--- config.mk ---
export PLATFORM = sky130hd
export DESIGN_NAME = pio_timing_encoder
export DESIGN_NICKNAME = d
export VERILOG_FILES = /design/src/rtl/pio_enc_pkg.sv /design/src/rtl/pio_ns2clk.sv /design/src/rtl/pio_field_pack.sv /design/src/rtl/pio_timing_encoder.sv
export SDC_FILE = /design/constraint.sdc
export NUM_CORES = 1
export LEC_CHECK = 0
export CORE_AREA = 5 5 198 200
export CTS_CLUSTER_DIAMETER = 60
export DETAILED_ROUTE_END_ITERATION = 10
export DIE_AREA = 0 0 203 205
export GPL_TIMING_DRIVEN = 1
export PLACE_DENSITY = 0.55
export SYNTH_ARGS = -nofsm -noshare
export SYNTH_HDL_FRONTEND = slang
export SYNTH_HIERARCHICAL = 1
export SYNTH_SLANG_ARGS = --single-unit
--- constraint.sdc ---
create_clock -name clk -period 9.6 [get_ports clk]
set_clock_uncertainty 0.1 [all_clocks]
set_input_delay 1.92 -clock clk [delete_from_list [all_inputs] [get_ports clk]]
set_output_delay 1.92 -clock clk [all_outputs]
set_load 0.05 [all_outputs]
--- src/rtl/pio_enc_pkg.sv ---
package pio_enc_pkg;

  localparam int CLK_W     = 8;
  localparam int DIVISOR   = 1000;
  localparam int ROUND_ADD = DIVISOR - 1;

  localparam int ADDR_MIN  = 1;
  localparam int ADDR_MAX  = 4;
  localparam int DATA_MIN  = 1;
  localparam int DATA_MAX  = 16;
  localparam int REC_MIN   = 2;
  localparam int REC_MAX   = 17;
  localparam int DRDY_CLKS = 2;
  localparam int DRDY_MIN  = 2;

  typedef enum logic [1:0] {
    ST_IDLE   = 2'd0,
    ST_ISSUE  = 2'd1,
    ST_WAIT   = 2'd2,
    ST_FINISH = 2'd3
  } seq_st_t;

  typedef enum logic [1:0] {
    FLD_ADDR = 2'd0,
    FLD_DATA = 2'd1,
    FLD_REC  = 2'd2
  } fld_t;

endpackage

--- src/rtl/pio_ns2clk.sv ---
module pio_ns2clk
  import pio_enc_pkg::*;
#(
  parameter int NS_W  = 10,
  parameter int MHZ_W = 8
) (
  input  logic             clk,
  input  logic             rst_n,
  input  logic             start,
  input  logic [NS_W-1:0]  ns,
  input  logic [MHZ_W-1:0] mhz,
  output logic             done,
  output logic [CLK_W-1:0] clks
);

  localparam int NUM_W = NS_W + MHZ_W + 1;
  localparam int REM_W = $clog2(DIVISOR);
  localparam int CNT_W = $clog2(NUM_W + 1);

  logic [NUM_W-1:0] num;
  logic [NUM_W-1:0] quo;
  logic [REM_W-1:0] rem;
  logic [REM_W:0]   trial;
  logic [CNT_W-1:0] cnt;
  logic             busy;

  assign num   = NUM_W'(ns) * NUM_W'(mhz) + NUM_W'(ROUND_ADD);
  assign trial = {rem, quo[NUM_W-1]};

  always_ff @(posedge clk or negedge rst_n) begin
    if (!rst_n) begin
      quo  <= '0;
      rem  <= '0;
      cnt  <= '0;
      busy <= 1'b0;
      done <= 1'b0;
    end else if (start) begin
      quo  <= num;
      rem  <= '0;
      cnt  <= CNT_W'(NUM_W);
      busy <= 1'b1;
      done <= 1'b0;
    end else if (busy) begin
      if (trial >= (REM_W+1)'(DIVISOR)) begin
        rem <= REM_W'(trial - (REM_W+1)'(DIVISOR));
        quo <= {quo[NUM_W-2:0], 1'b1};
      end else begin
        rem <= trial[REM_W-1:0];
        quo <= {quo[NUM_W-2:0], 1'b0};
      end
      cnt <= cnt - 1'b1;
      if (cnt == CNT_W'(1)) begin
        busy <= 1'b0;
        done <= 1'b1;
      end
    end else begin
      done <= 1'b0;
    end
  end

  // saturate quotients that do not fit; the clamp stage caps them anyway
  assign clks = (|quo[NUM_W-1:CLK_W]) ? '1 : quo[CLK_W-1:0];

endmodule

--- src/rtl/pio_field_pack.sv ---
module pio_field_pack
  import pio_enc_pkg::*;
(
  input  logic [1:0][2:0][CLK_W-1:0] raw,
  input  logic                       prefetch,
  output logic [1:0][7:0]            cyc,
  output logic [7:0]                 misc
);

  function automatic logic [CLK_W-1:0] clampv(input logic [CLK_W-1:0] v,
                                              input logic [CLK_W-1:0] lo,
                                              input logic [CLK_W-1:0] hi);
    if (v < lo)      return lo;
    else if (v > hi) return hi;
    else             return v;
  endfunction

  logic [1:0][CLK_W-1:0] addr_c;
  logic [CLK_W-1:0]      addr_x;

  for (genvar d = 0; d < 2; d++) begin : g_drv
    logic [CLK_W-1:0] data_c;
    logic [CLK_W-1:0] rec_c;
    always_comb begin
      addr_c[d] = clampv(raw[d][FLD_ADDR], CLK_W'(ADDR_MIN), CLK_W'(ADDR_MAX));
      data_c    = clampv(raw[d][FLD_DATA], CLK_W'(DATA_MIN), CLK_W'(DATA_MAX));
      rec_c     = clampv(raw[d][FLD_REC],  CLK_W'(REC_MIN),  CLK_W'(REC_MAX));
      cyc[d]    = {4'(data_c - CLK_W'(DATA_MIN)), 4'(rec_c - CLK_W'(REC_MIN))};
    end
  end

  assign addr_x = (addr_c[0] > addr_c[1]) ? addr_c[0] : addr_c[1];
  assign misc   = {1'b0, prefetch, 2'(addr_x - CLK_W'(ADDR_MIN)), 1'b0,
                   2'(DRDY_CLKS - DRDY_MIN), 1'b0};

endmodule

--- src/rtl/pio_timing_encoder.sv ---
module pio_timing_encoder
  import pio_enc_pkg::*;
#(
  parameter int NS_W  = 10,
  parameter int MHZ_W = 8
) (
  input  logic                 clk,
  input  logic                 rst_n,
  input  logic [MHZ_W-1:0]     bus_mhz,
  input  logic                 prefetch_en,
  input  logic [1:0]           drv_present,
  input  logic [1:0][NS_W-1:0] setup_ns,
  input  logic [1:0][NS_W-1:0] active_ns,
  input  logic [1:0][NS_W-1:0] cycle_ns,
  input  logic                 req_valid,
  output logic                 req_ready,
  output logic [7:0]           res_cyc0,
  output logic [7:0]           res_cyc1,
  output logic [7:0]           res_misc,
  output logic                 res_valid,
  input  logic                 res_ready
);

  seq_st_t               st;
  fld_t                  fld;
  logic                  drv;
  logic [MHZ_W-1:0]      l_mhz;
  logic                  l_pf;
  logic [1:0]            l_pres;
  logic [1:0][NS_W-1:0]  l_setup, l_act, l_cyc;
  logic [1:0][NS_W-1:0]  rec_ns;
  logic [1:0][2:0][CLK_W-1:0] raw;

  logic             accept, last, div_start, div_done;
  logic [NS_W-1:0]  sel_ns;
  logic [CLK_W-1:0] div_clks, dflt;
  logic [1:0][7:0]  pk_cyc;
  logic [7:0]       pk_misc;

  for (genvar g = 0; g < 2; g++) begin : g_rec
    logic signed [NS_W+1:0] diff;
    assign diff = $signed({2'b00, l_cyc[g]}) - $signed({2'b00, l_setup[g]})
                - $signed({2'b00, l_act[g]});
    assign rec_ns[g] = (diff > 0) ? diff[NS_W-1:0] : '0;
  end

  assign req_ready = (st == ST_IDLE) && (!res_valid || res_ready);
  assign accept    = req_valid && req_ready;
  assign last      = drv && (fld == FLD_REC);
  assign div_start = (st == ST_ISSUE) && l_pres[drv];
  assign dflt      = (fld == FLD_REC) ? CLK_W'(REC_MIN) : CLK_W'(1);

  always_comb begin
    case (fld)
      FLD_ADDR: sel_ns = l_setup[drv];
      FLD_DATA: sel_ns = l_act[drv];
      default:  sel_ns = rec_ns[drv];
    endcase
  end

  pio_ns2clk #(.NS_W(NS_W), .MHZ_W(MHZ_W)) u_div (
    .clk   (clk),
    .rst_n (rst_n),
    .start (div_start),
    .ns    (sel_ns),
    .mhz   (l_mhz),
    .done  (div_done),
    .clks  (div_clks)
  );

  pio_field_pack u_pack (
    .raw      (raw),
    .prefetch (l_pf),
    .cyc      (pk_cyc),
    .misc     (pk_misc)
  );

  always_ff @(posedge clk or negedge rst_n) begin
    if (!rst_n) begin
      st        <= ST_IDLE;
      fld       <= FLD_ADDR;
      drv       <= 1'b0;
      l_mhz     <= '0;
      l_pf      <= 1'b0;
      l_pres    <= '0;
      l_setup   <= '0;
      l_act     <= '0;
      l_cyc     <= '0;
      raw       <= '0;
      res_cyc0  <= '0;
      res_cyc1  <= '0;
      res_misc  <= '0;
      res_valid <= 1'b0;
    end else begin
      if (res_valid && res_ready) res_valid <= 1'b0;
      case (st)
        ST_IDLE: if (accept) begin
          l_mhz   <= bus_mhz;
          l_pf    <= prefetch_en;
          l_pres  <= drv_present;
          l_setup <= setup_ns;
          l_act   <= active_ns;
          l_cyc   <= cycle_ns;
          drv     <= 1'b0;
          fld     <= FLD_ADDR;
          st      <= ST_ISSUE;
        end
        ST_ISSUE, ST_WAIT: begin
          if ((st == ST_ISSUE && !l_pres[drv]) || (st == ST_WAIT && div_done)) begin
            raw[drv][fld] <= (st == ST_ISSUE) ? dflt : div_clks;
            if (last) begin
              st <= ST_FINISH;
            end else begin
              st <= ST_ISSUE;
              if (fld == FLD_REC) begin
                fld <= FLD_ADDR;
                drv <= 1'b1;
              end else begin
                fld <= fld_t'(fld + 2'd1);
              end
            end
          end else if (st == ST_ISSUE) begin
            st <= ST_WAIT;
          end
        end
        default: begin
          res_cyc0  <= pk_cyc[0];
          res_cyc1  <= pk_cyc[1];
          res_misc  <= pk_misc;
          res_valid <= 1'b1;
          st        <= ST_IDLE;
        end
      endcase
    end
  end

endmodule

## After elaboration in Yosys (flattened, before gate mapping)

Index checks and enable logic that the tools add are counted.

| storage, ports and cells | value |
|---|---|
| logic and storage cells | 161 |
| bits in registers | 180 |

| operators by class | value |
|---|---|
| magnitude comparators | 20 |
| muxes and demuxes | 63 |
| add/subtract/negate cells | 13 |
| reduce and logical (&&, ||, !) cells | 25 |
| equal/unequal tests | 12 |
| multipliers | 1 |

Operators with widths:

| cell | number |
|---|---|
| 10-bit two-way mux | 11 |
| 8-bit two-way mux | 7 |
| 48-bit bitwise mux | 1 |
| 19-bit two-way mux | 2 |
| 8-bit by 5-bit > comparator with 1-bit output, second input constant | 4 |
| 8-bit by 1-bit < comparator with 1-bit output, second input constant | 4 |
| 4-bit two-way mux | 8 |
| 24-bit demux with 1-bit select | 1 |
| 12-bit by 1-bit > comparator with 1-bit output, second input constant | 2 |
| 24-bit two-way mux | 1 |
| 11-bit by 11-bit subtractor with 12-bit output | 2 |
| 10-bit by 10-bit subtractor with 11-bit output | 2 |
| 2-bit two-way mux | 10 |
| 10-bit one-hot mux with 2 select lines | 1 |
| 18-bit by 10-bit adder with 19-bit output, second input constant | 1 |
| 10-bit by 8-bit multiplier with 18-bit output | 1 |
| 8-bit demux with 2-bit select | 1 |
| 8-bit by 3-bit > comparator with 1-bit output, second input constant | 2 |
| 8-bit by 2-bit < comparator with 1-bit output, second input constant | 2 |
| 1-bit two-way mux | 15 |
| 11-bit by 10-bit >= comparator with 1-bit output, second input constant | 1 |
| 11-bit OR reduction | 1 |
| 5-bit two-way mux | 2 |
| 10-bit subtractor, second input constant | 1 |
| other kinds (28) | 51 |

## Depth between registers and ports, before layout

Gate-level depths: netlist of the first run.

| depth | value |
|---|---|
| word-level depth | 10 |
| gate-level depth with buffers | 33 |
| gate-level depth less buffers | 32 |

## By module

Netlist of the first run, hierarchy kept.

By module, submodules not included:

| module | times used | cells each | seq. area each (um^2) | area each (um^2) |
|---|---|---|---|---|
| pio_timing_encoder | 1 | 712 | 3728.6 | 8119.0 |
| pio_ns2clk | 1 | 548 | 900.9 | 4813.4 |
| pio_field_pack | 1 | 85 | 0.0 | 571.8 |

## Least setup slack after synthesis of the first run

Ideal clock, no wire load.

| timing | value |
|---|---|
| path type | flip-flop to flip-flop |
| start | register l_cyc[0] (netlist bit) |
| end | register u_div.quo[18] |
| library setup time | 0.120 ns |
| slack | 2.082 ns |
| required time | 9.380 ns |
| cell stages (with the launch flop) | 32 |
| data arrival time | 7.298 ns |
| path buffers | 1 |
| cells stage by stage | dfrtp_1 inv_1 ha_1 inv_1 fa_1 a211oi_1 o21bai_2 a21oi_1 o21bai_1 a21oi_1 xnor2_1 ha_1 a21oi_1 o21ai_0 a211oi_1 xnor2_1 nand3_1 a31oi_1 and2_1 fa_1 fa_1 fa_1 inv_1 fa_1 inv_1 ha_1 buf_2 a2111o_1 a31oi_1 nor3_1 or4_1 a31o_1 |

| on the way | value |
|---|---|
| longest elaborated chain between the ends | 10 |

Ends and longest elaborated chain:

| what | RTL line | source |
|---|---|---|
| start: declaration | pio_timing_encoder.sv:30 | `logic [1:0][NS_W-1:0] l_setup, l_act, l_cyc;` |
| start signal: assignment | pio_timing_encoder.sv:103 | `l_cyc <= cycle_ns;` |
| 10-bit by 10-bit subtractor with 11-bit output (*) | pio_timing_encoder.sv:42 | `assign diff = $signed({2'b00, l_cyc[g]}) - $signed({2'b00, l_setup[g]})` |
| 11-bit by 11-bit subtractor with 12-bit output (*) | pio_timing_encoder.sv:43 | `- $signed({2'b00, l_act[g]});` |
| 12-bit by 1-bit > comparator with 1-bit output | pio_timing_encoder.sv:44 | `assign rec_ns[g] = (diff > 0) ? diff[NS_W-1:0] : '0;` |
| 10-bit two-way mux (*) | pio_timing_encoder.sv:44 |  |
| 10-bit two-way mux (not written as such) (*) (2 in series) | pio_timing_encoder.sv:57 | `default: sel_ns = rec_ns[drv];` |
| 10-bit one-hot mux with 2 select lines (*) | pio_timing_encoder.sv:54 | `case (fld)` |
| named net sel_ns[9] | pio_timing_encoder.sv:35 | `logic [NS_W-1:0] sel_ns;` |
| 10-bit by 8-bit multiplier with 18-bit output (*) | pio_ns2clk.sv:27 | `assign num = NUM_W'(ns) * NUM_W'(mhz) + NUM_W'(ROUND_ADD);` |
| 18-bit by 10-bit adder with 19-bit output (*) | pio_ns2clk.sv:27 |  |
| 19-bit two-way mux (*) | pio_ns2clk.sv:37 | `end else if (start) begin` |
| end signal: assignment | pio_ns2clk.sv:38 | `quo <= num;` |
| end signal: assignment | pio_ns2clk.sv:46 | `quo <= {quo[NUM_W-2:0], 1'b1};` |
| end signal: assignment | pio_ns2clk.sv:49 | `quo <= {quo[NUM_W-2:0], 1'b0};` |
| end: declaration | pio_ns2clk.sv:21 | `logic [NUM_W-1:0] quo;` |

The timed path passes the listed nets; every way through them passes the cells marked *. The select of a mux whose other input is x is not followed.
A chain may end at the register's enable or synchronous reset.

## Worst setup path after layout of the first run

Ends and elaborated chain as after synthesis.

==> impl_metrics.env, run 1 <==
export IMPL_status="finished, final reports clean"
export IMPL_mostFrequentLayoutCell="dfrtp_1"
export IMPL_grt_max_degree=79
export IMPL_vias=9687
export IMPL_finalWorstSetupSlack_ns=1.238
export IMPL_fp_dieArea_mm2=0.04162
export IMPL_crit_slowest_cell="a31oi_1"
export IMPL_final_setup_tns_ns=0
export IMPL_clk_pin_slew_ns=0.08
export IMPL_first_pass_iters=5
export IMPL_rsz0062_at_grt="no"
export IMPL_insertion_delay_ns=0.45
export IMPL_max_freq_mhz=119.6
export IMPL_async_reset_ff_share_pct=100.0
export IMPL_finalSetupViolations=0
export IMPL_wl_per_cell_um=16.26
export IMPL_gp_congestion=0.8644
export IMPL_route_met2_wl_um=15120
export IMPL_fin_nets=1669
export IMPL_syn_inst=1345
export IMPL_dp_slack_ns=1.290
export IMPL_dr_max_layer_used="met4"
export IMPL_syn_area_mm2=0.01350
export IMPL_h_tree_depth=4
export IMPL_drive_gt1_share_pct=13.62
export IMPL_pin_count=101
export IMPL_grt_first_pass_wirelength_um=52110
export IMPL_ys_seq_area_share_pct=34.28
export IMPL_dp_final_hpwl_um=24750
export IMPL_slew_violations=0
export IMPL_required_ns=9.84
export IMPL_hold_viol=0
export IMPL_placementRows=71
export IMPL_portBuffers=100
export IMPL_wirelength_um=31210
export IMPL_cts_buffers_inserted=17
export IMPL_period_share_pct=87.11
export IMPL_die_width_um=203
export IMPL_synth_seq_cells=185
export IMPL_met1_length_um=14570
export IMPL_final_antenna_net_count=0
export IMPL_hold_buffers=0
export IMPL_critical_path_endpoint_type="flop"
export IMPL_grt_total_usage_pct=15.49
export IMPL_core_mm2=0.03722
export IMPL_grt_pass1_vias=9969
export IMPL_cp_max_fo=10
export IMPL_maxCapViolCount=0
export IMPL_hold_class="flop to flop"
export IMPL_yosys_most_used_dff="dfrtp_1"
export IMPL_timing_critical_path_buf_inv=4
export IMPL_initial_core_util_pct=36.28
export IMPL_diodes=0
export IMPL_yosys_cell_types_count=81
export IMPL_synth_top_area_cell="dfrtp_1"
export IMPL_area_delta_synth_final_pct=14.94
export IMPL_drc=0
export IMPL_final_cell_mix="185 x dfrtp_1, 149 x inv_1, 125 x nand2_1"
export IMPL_cts_root_buffer="clkbuf_16"
export IMPL_synth_top_cell_area_share_pct=34.28
export IMPL_place_area_mm2=0.01492
export IMPL_synth_area_leaders="dfrtp_1 34%, mux2_2 10%, ha_1 9.6%"
export IMPL_crit_family="adder cells"
export IMPL_min_period_ns=8.362
export IMPL_met3_length_um=975
export IMPL_postCtsSetupBuffers=0
export IMPL_synth_avg_cell_area_um2=10.04
export IMPL_cts_resized=0
export IMPL_gr_total_overflow=0
export IMPL_worstMarginPinSlew_ns=0.8925
export IMPL_slew_headroom_pct=40.50
export IMPL_cpMostUsedCell="fa_1"
export IMPL_yosys_warnings=6
export IMPL_die_height_um=205
export IMPL_cts_tree="done"
export IMPL_synth_edf_count=0
export IMPL_max_stage_delay_ns=0.58
export IMPL_cts_sinks=185
export IMPL_startpoint_type="flop"
export IMPL_avgViaCountPerCell=5.045
export IMPL_worstSetupPathType="flop to flop"
export IMPL_antenna_found_initial=0
export IMPL_drtIter0Drc=318
export IMPL_arrival_ns=8.61
export IMPL_clockBufferDepth=2
export IMPL_final_area_mm2=0.01552
-- layer usage --
layer	up-vias	GRT usage (%)
met1	4689	20.46
met2	138	26.18
met4	0	4.219
li1	4829	-
met5	-	0
met3	31	2.976
-- worst paths after layout --
check	start	endpoint	slack, ns	depth (start not counted)
worst min-delay path	raw[38]	raw[38]	0.38	2
worst max register to register	l_cyc[0]	u_div/quo[18]	1.24	30
worst max-delay path	l_cyc[0]	u_div/quo[18]	1.24	30
worst min register to register	raw[38]	raw[38]	0.38	2
max in group asynchronous	rst_n	l_setup[0]	6.80	2
min in group asynchronous	rst_n	u_div/cnt[0]	1.39	1
-- cells in the mapped netlist, types with 5 or more instances --
library cell  count
nor3_1           18
fa_1             56
nand3b_1          8
o21a_1            8
inv_1           149
a21o_1           11
buf_4             6
nor4_1           10
nand4_1           9
o21bai_1          8
nand2b_1          9
dfrtp_1         185
mux4_2            5
ha_1            104
o21ai_0          63
nand3_1          35
or2_2            11
nor2b_1          19
mux2i_1          18
nor2_1           59
and2_1           48
a31oi_1          19
a21oi_1          36
xnor2_1          21
mux2_2          122
buf_1             5
clkbuf_1         19
o22ai_1           5
or3_1            11
a211oi_1         13
o31ai_1          10
buf_2            13
nand2_1         125
mux4_1            5
xor2_1           14
-- sequential cells by signal, summed over array words and instances, names as in the netlist, 2 cells and up --
signal	count
l_pres	2
res_cyc0	8
l_act	20
u_div/rem	10
res_cyc1	8
u_div/cnt	5
l_setup	20
st	2
fld	2
u_div/quo	19
l_mhz	8
raw	48
l_cyc	20
res_misc	8
-- kinds of logic (layout without fill, tap and decap cells) --
group                      after synthesis  after routing  synth area share (%)
and+or+nand+nor                        384            384                 14.21
xor gates and xnor gates                35             35                 2.270
muxes                                  150            150                 13.31
buffers and inverters                  200            288                 6.365
adders and majority gates              162            162                 18.10
other                                    2             15               0.05561
DFF                                    185            185                 34.28
AOI/OAI and AO/OA                      227            227                 11.40
-- tightest hold or removal path, stage by stage (launching register included) --
cell     delay [ns]
dfrtp_1        0.34
nand2_1        0.05
o21ai_0        0.06
-- cell type report --
type | count | area (um2)
clock buffers | 18 | 439.2
clock inverters | 13 | 158.9
fillers | 3664 | 21700
inverters | 149 | 559.3
multi-input cells | 973 | 8077
flip-flops and latches | 185 | 4629
well taps | 474 | 593.1
repair buffers | 108 | 1065
-- metrics by stage --
stage               hold WS [ns]  util (%)  instances
detailed placement        0.3716     40.09       1889
finish                    0.3797     41.70       1920
CTS                       0.3885     41.70       1920
global route              0.4135     41.70       1920
floorplan                 0.3502         -       1358
global placement          0.3647     40.09       1889
Power of run 1 is left out: the tool's default activity adds up to more than one toggle a clock period on the data nets, which glitch-free logic cannot reach.
==> run 2: changes to the inputs <==
GPL_ROUTABILITY_DRIVEN = 0   (was not set)
==> run 2 against run 1 <==
Effect of this change:
- clock-buffer cell count increased by 3
- sequential cell count stayed put
- register-to-register slack is essentially flat
- die area unchanged
- global-route usage decreased by 0.14 points
- critical path depth unchanged
- first-iteration DRC count increased by 38%
- sequential share of layout area rose by 0.12 points
- fmax increased by 0.13%
- core utilization decreased by 0.16 points
- non-clock buffer count fell by 1
==> impl_metrics.env, run 2 (synthesis gave the netlist of run 1 again) <==
export IMPL_initial_core_util_pct=36.28
export IMPL_core_mm2=0.03722
export IMPL_met1_usage_pct=20.62
export IMPL_grt_pass1_vias=9968
export IMPL_fin_nets=1668
export IMPL_drc=0
export IMPL_finalWorstSetupSlack_ns=1.249
export IMPL_final_setup_tns_ns=0
export IMPL_grt_total_usage_pct=15.36
export IMPL_vias=9830
export IMPL_maxCapViolCount=0
export IMPL_antenna_found_initial=0
export IMPL_period_share_pct=86.99
export IMPL_clk_pin_slew_ns=0.07
export IMPL_area_delta_synth_final_pct=14.48
export IMPL_final_antenna_net_count=0
export IMPL_placementRows=71
export IMPL_rsz0062_at_grt="no"
export IMPL_grt_max_degree=114
export IMPL_cts_resized=0
export IMPL_gr_total_overflow=0
export IMPL_arrival_ns=8.59
export IMPL_wirelength_um=31590
export IMPL_hold_viol=0
export IMPL_insertion_delay_ns=0.44
export IMPL_worstSetupPathType="flop to flop"
export IMPL_gr_usage_met2_pct=25.45
export IMPL_avgViaCountPerCell=5.122
export IMPL_max_stage_delay_ns=0.60
export IMPL_fp_dieArea_mm2=0.04162
export IMPL_crit_slowest_cell="a31oi_1"
export IMPL_status="finished, final reports clean"
export IMPL_cts_tree="done"
export IMPL_finalSetupViolations=0
export IMPL_die_width_um=203
export IMPL_cpMostUsedCell="fa_1"
export IMPL_die_height_um=205
export IMPL_cts_sinks=185
export IMPL_min_period_ns=8.351
export IMPL_grt_first_pass_wirelength_um=51820
export IMPL_startpoint_type="flop"
export IMPL_grt_util_met3_pct=2.770
export IMPL_pin_count=101
export IMPL_mostFrequentLayoutCell="dfrtp_1"
export IMPL_worstMarginPinSlew_ns=0.9885
export IMPL_postCtsSetupBuffers=0
export IMPL_cts_root_buffer="clkbuf_16"
export IMPL_hold_class="flop to flop"
export IMPL_first_pass_iters=5
export IMPL_final_cell_mix="185 x dfrtp_1, 149 x inv_1, 125 x nand2_1"
export IMPL_largest_register="raw"
export IMPL_hold_buffers=0
export IMPL_clockBufferDepth=2
export IMPL_required_ns=9.84
export IMPL_critical_path_endpoint_type="flop"
export IMPL_drive_gt1_share_pct=13.43
export IMPL_portBuffers=100
export IMPL_max_freq_mhz=119.7
export IMPL_cts_buffers_inserted=17
export IMPL_dp_slack_ns=1.337
export IMPL_wl_per_cell_um=16.46
export IMPL_drtIter0Drc=440
export IMPL_dp_final_hpwl_um=24520
export IMPL_slew_violations=0
export IMPL_slew_headroom_pct=34.10
export IMPL_r2r_cells=30
export IMPL_largest_reg_flops=48
export IMPL_h_tree_depth=4
export IMPL_hold_path_cell_count=2
export IMPL_busiest_layer="met2"
export IMPL_diodes=0
export IMPL_cp_max_fo=10
export IMPL_whs_ns=0.3848
[run 2: cell types whose count changed in the layout (fill, tap and decap cells not counted), sizes merged]
cell,before,now
clkbuf,19,22
bufinv,2,0
inv,156,154
buf,8,7
clkinvlp,1,2
[run 2: critical path, delay by kind of cell (launching register included)]
kind | cells | cell delay (ns)
compound gates | 11 | 2.92
xor+xnor | 1 | 0.09
fa+ha+maj | 8 | 3.28
buf+inv | 4 | 0.21
flops | 1 | 0.37
simple gates | 6 | 1.27
[run 2: layout make-up]
type | count | area [um2]
clock buffer | 21 | 460.4
sequential | 185 | 4629
inverter | 149 | 559.3
multi-input combinational | 973 | 8077
fill | 3644 | 21760
clock inverter | 10 | 83.83
tap | 474 | 593.1
timing repair buffer | 107 | 1057
[run 2: final timing paths]
check / from / to / slack (ns)
max: l_cyc[0] / u_div/quo[18] / 1.25
min reg2reg: raw[31] / raw[31] / 0.38
min: raw[31] / raw[31] / 0.38
min in group asynchronous: rst_n / u_div/rem[9] / 1.47
max reg2reg: l_cyc[0] / u_div/quo[18] / 1.25
max in group asynchronous: rst_n / drv / 6.33
[run 2: routing by layer]
layer | share of wire (%) | routed length (um)
met1 | 47 | 14750
met2 | 47 | 14960
met3 | 3.6 | 1135
met4 | 2.3 | 739
met5 | 0 | 0
[run 2: metrics by stage]
stage | utilization (%) | std cells | instance area [um2]
2_1_floorplan | - | 1358 | 13550
3_3_place_gp | 40.07 | 1888 | 14920
3_5_place_dp | 40.07 | 1888 | 14920
4_1_cts | 41.53 | 1919 | 15460
5_1_grt | 41.53 | 1919 | 15460
6_report | 41.53 | 1919 | 15460
Power of run 2 is left out for the same reason.
==> run 3: changes to the inputs <==
CORE_AREA = 5 5 222 224   (was 5 5 198 200)
DIE_AREA = 0 0 227 229   (was 0 0 203 205)
PLACE_DENSITY = 0.46   (was 0.55)
==> run 3 against run 2 <==
Effect of this change:
- die area grew 25%
- cell area grew 1.9%
- sequential share of layout area shrank 0.57 points
- critical path type unchanged
- largest cell class unchanged
- highest routed layer unchanged
==> impl_metrics.env, run 3 (synthesis gave the netlist of run 1 again) <==
export IMPL_max_freq_mhz=119.6
export IMPL_final_antenna_net_count=0
export IMPL_insertion_delay_ns=0.46
export IMPL_grt_total_usage_pct=13.31
export IMPL_grt_max_degree=77
export IMPL_cp_startpoint="l_cyc[0]"
export IMPL_min_period_ns=8.363
export IMPL_antenna_found_initial=0
export IMPL_postCtsSetupBuffers=0
export IMPL_portBuffers=100
export IMPL_clk_pin_slew_ns=0.07
export IMPL_rr_startpoint="l_cyc[0]"
export IMPL_diodes=0
export IMPL_vias=9750
export IMPL_max_stage_delay_ns=0.60
export IMPL_fin_nets=1668
export IMPL_r2r_slack_ns=1.24
export IMPL_fp_dieArea_mm2=0.05198
export IMPL_slew_headroom_pct=42.88
export IMPL_finalSetupViolations=0
export IMPL_multiInputGateArea_mm2=0.008077
export IMPL_cts_buffers_inserted=17
export IMPL_wirelength_um=33620
export IMPL_largest_register="raw"
export IMPL_drc=0
export IMPL_worstMarginPinSlew_ns=0.8329
export IMPL_hold_buffers=0
export IMPL_cts_resized=0
export IMPL_grt_first_pass_wirelength_um=55550
export IMPL_hold_class="flop to flop"
export IMPL_mostFrequentLayoutCell="dfrtp_1"
export IMPL_r2r_cells=30
export IMPL_grt_pass1_vias=10190
export IMPL_maxCapViolCount=0
export IMPL_first_pass_iters=5
export IMPL_startpoint_type="flop"
export IMPL_h_tree_depth=4
export IMPL_placementRows=80
export IMPL_die_width_um=227
export IMPL_drtIter0Drc=462
export IMPL_stdcell_count=2061
export IMPL_period_share_pct=87.11
export IMPL_ff_latch_area_mm2=0.004629
export IMPL_dp_final_hpwl_um=26610
export IMPL_cts_root_buffer="clkbuf_16"
export IMPL_cts_tree="done"
export IMPL_final_cell_mix="185 x dfrtp_1, 149 x inv_1, 125 x nand2_1"
export IMPL_clockBufferDepth=2
export IMPL_area_delta_synth_final_pct=16.71
export IMPL_final_setup_tns_ns=0
export IMPL_critical_path_endpoint_type="flop"
export IMPL_crit_slowest_cell="a31oi_1"
export IMPL_avgViaCountPerCell=4.731
export IMPL_cp_max_fo=10
export IMPL_dp_cells=2029
export IMPL_core_mm2=0.04715
export IMPL_rsz0062_at_grt="no"
export IMPL_worstSetupPathType="flop to flop"
export IMPL_wl_per_cell_um=16.31
export IMPL_r2r_end="u_div/quo[18]"
export IMPL_drive_gt1_share_pct=13.62
export IMPL_initial_core_util_pct=28.64
export IMPL_die_height_um=229
export IMPL_gr_total_overflow=0
export IMPL_required_ns=9.85
export IMPL_status="finished, final reports clean"
export IMPL_slew_violations=0
export IMPL_nFillCells=4812
export IMPL_hold_viol=0
export IMPL_cpMostUsedCell="fa_1"
export IMPL_cts_sinks=185
export IMPL_arrival_ns=8.61
export IMPL_cp_endpoint="u_div/quo[18]"
export IMPL_pin_count=101
export IMPL_largest_reg_flops=48
## run 3: cell types whose count changed in the layout (fill, tap and decap cells not counted), sizes merged
cell and delta:
bufinv +4, clkbuf -3, clkinv +1, clkinvlp -1
## run 3: worst max-delay path: cells and delay by family (launching register included)
kind / cells / cell delay, ns
adders and majority gates: 8 / 3.35
AOI/OAI and AO/OA: 12 / 3.05
DFF: 1 / 0.38
and+or+nand+nor: 5 / 1.08
buffers and inverters: 4 / 0.22
xor gates and xnor gates: 1 / 0.09
## run 3: metal layers
layer  wire [um]  GRT usage, %
met1       15890         18.07
met2       15760         21.47
met3        1129         2.638
met4         842         4.149
met5           0             0
## run 3: worst min-delay path by stage
| stage | cells past startpoint | slack (ns) | startpoint | endpoint |
|---|---|---|---|---|
| final | 2 | 0.38 | raw[27] | raw[27] |
| after global routing | 2 | 0.42 | raw[38] | raw[38] |
| after CTS | 2 | 0.39 | raw[38] | raw[38] |
| after detailed placement | 2 | 0.37 | raw[38] | raw[38] |
| after global placement | 2 | 0.36 | raw[38] | raw[38] |
| after floorplan | 2 | 0.35 | raw[29] | raw[29] |
## run 3: layout make-up
class                      count  share of cell area [%]
sequential                   185                   29.37
clock inverter                14                   1.453
clock buffer                  18                   2.787
timing repair buffer         107                   6.708
tap                          615                   4.883
inverter                     149                   3.549
multi-input combinational    973                   51.25
## run 3: stage by stage
step | instance area (um2) | utilization [%] | setup slack, ns | hold WS, ns
CTS | 15760 | 33.43 | 1.294 | 0.3890
global placement | 15090 | 32.01 | 1.509 | 0.3623
detailed placement | 15090 | 32.01 | 1.334 | 0.3704
floorplan | 13550 | - | 2.082 | 0.3502
finish | 15760 | 33.43 | 1.237 | 0.3845
global route | 15760 | 33.43 | 0.7249 | 0.4168
Power of run 3 is left out for the same reason.
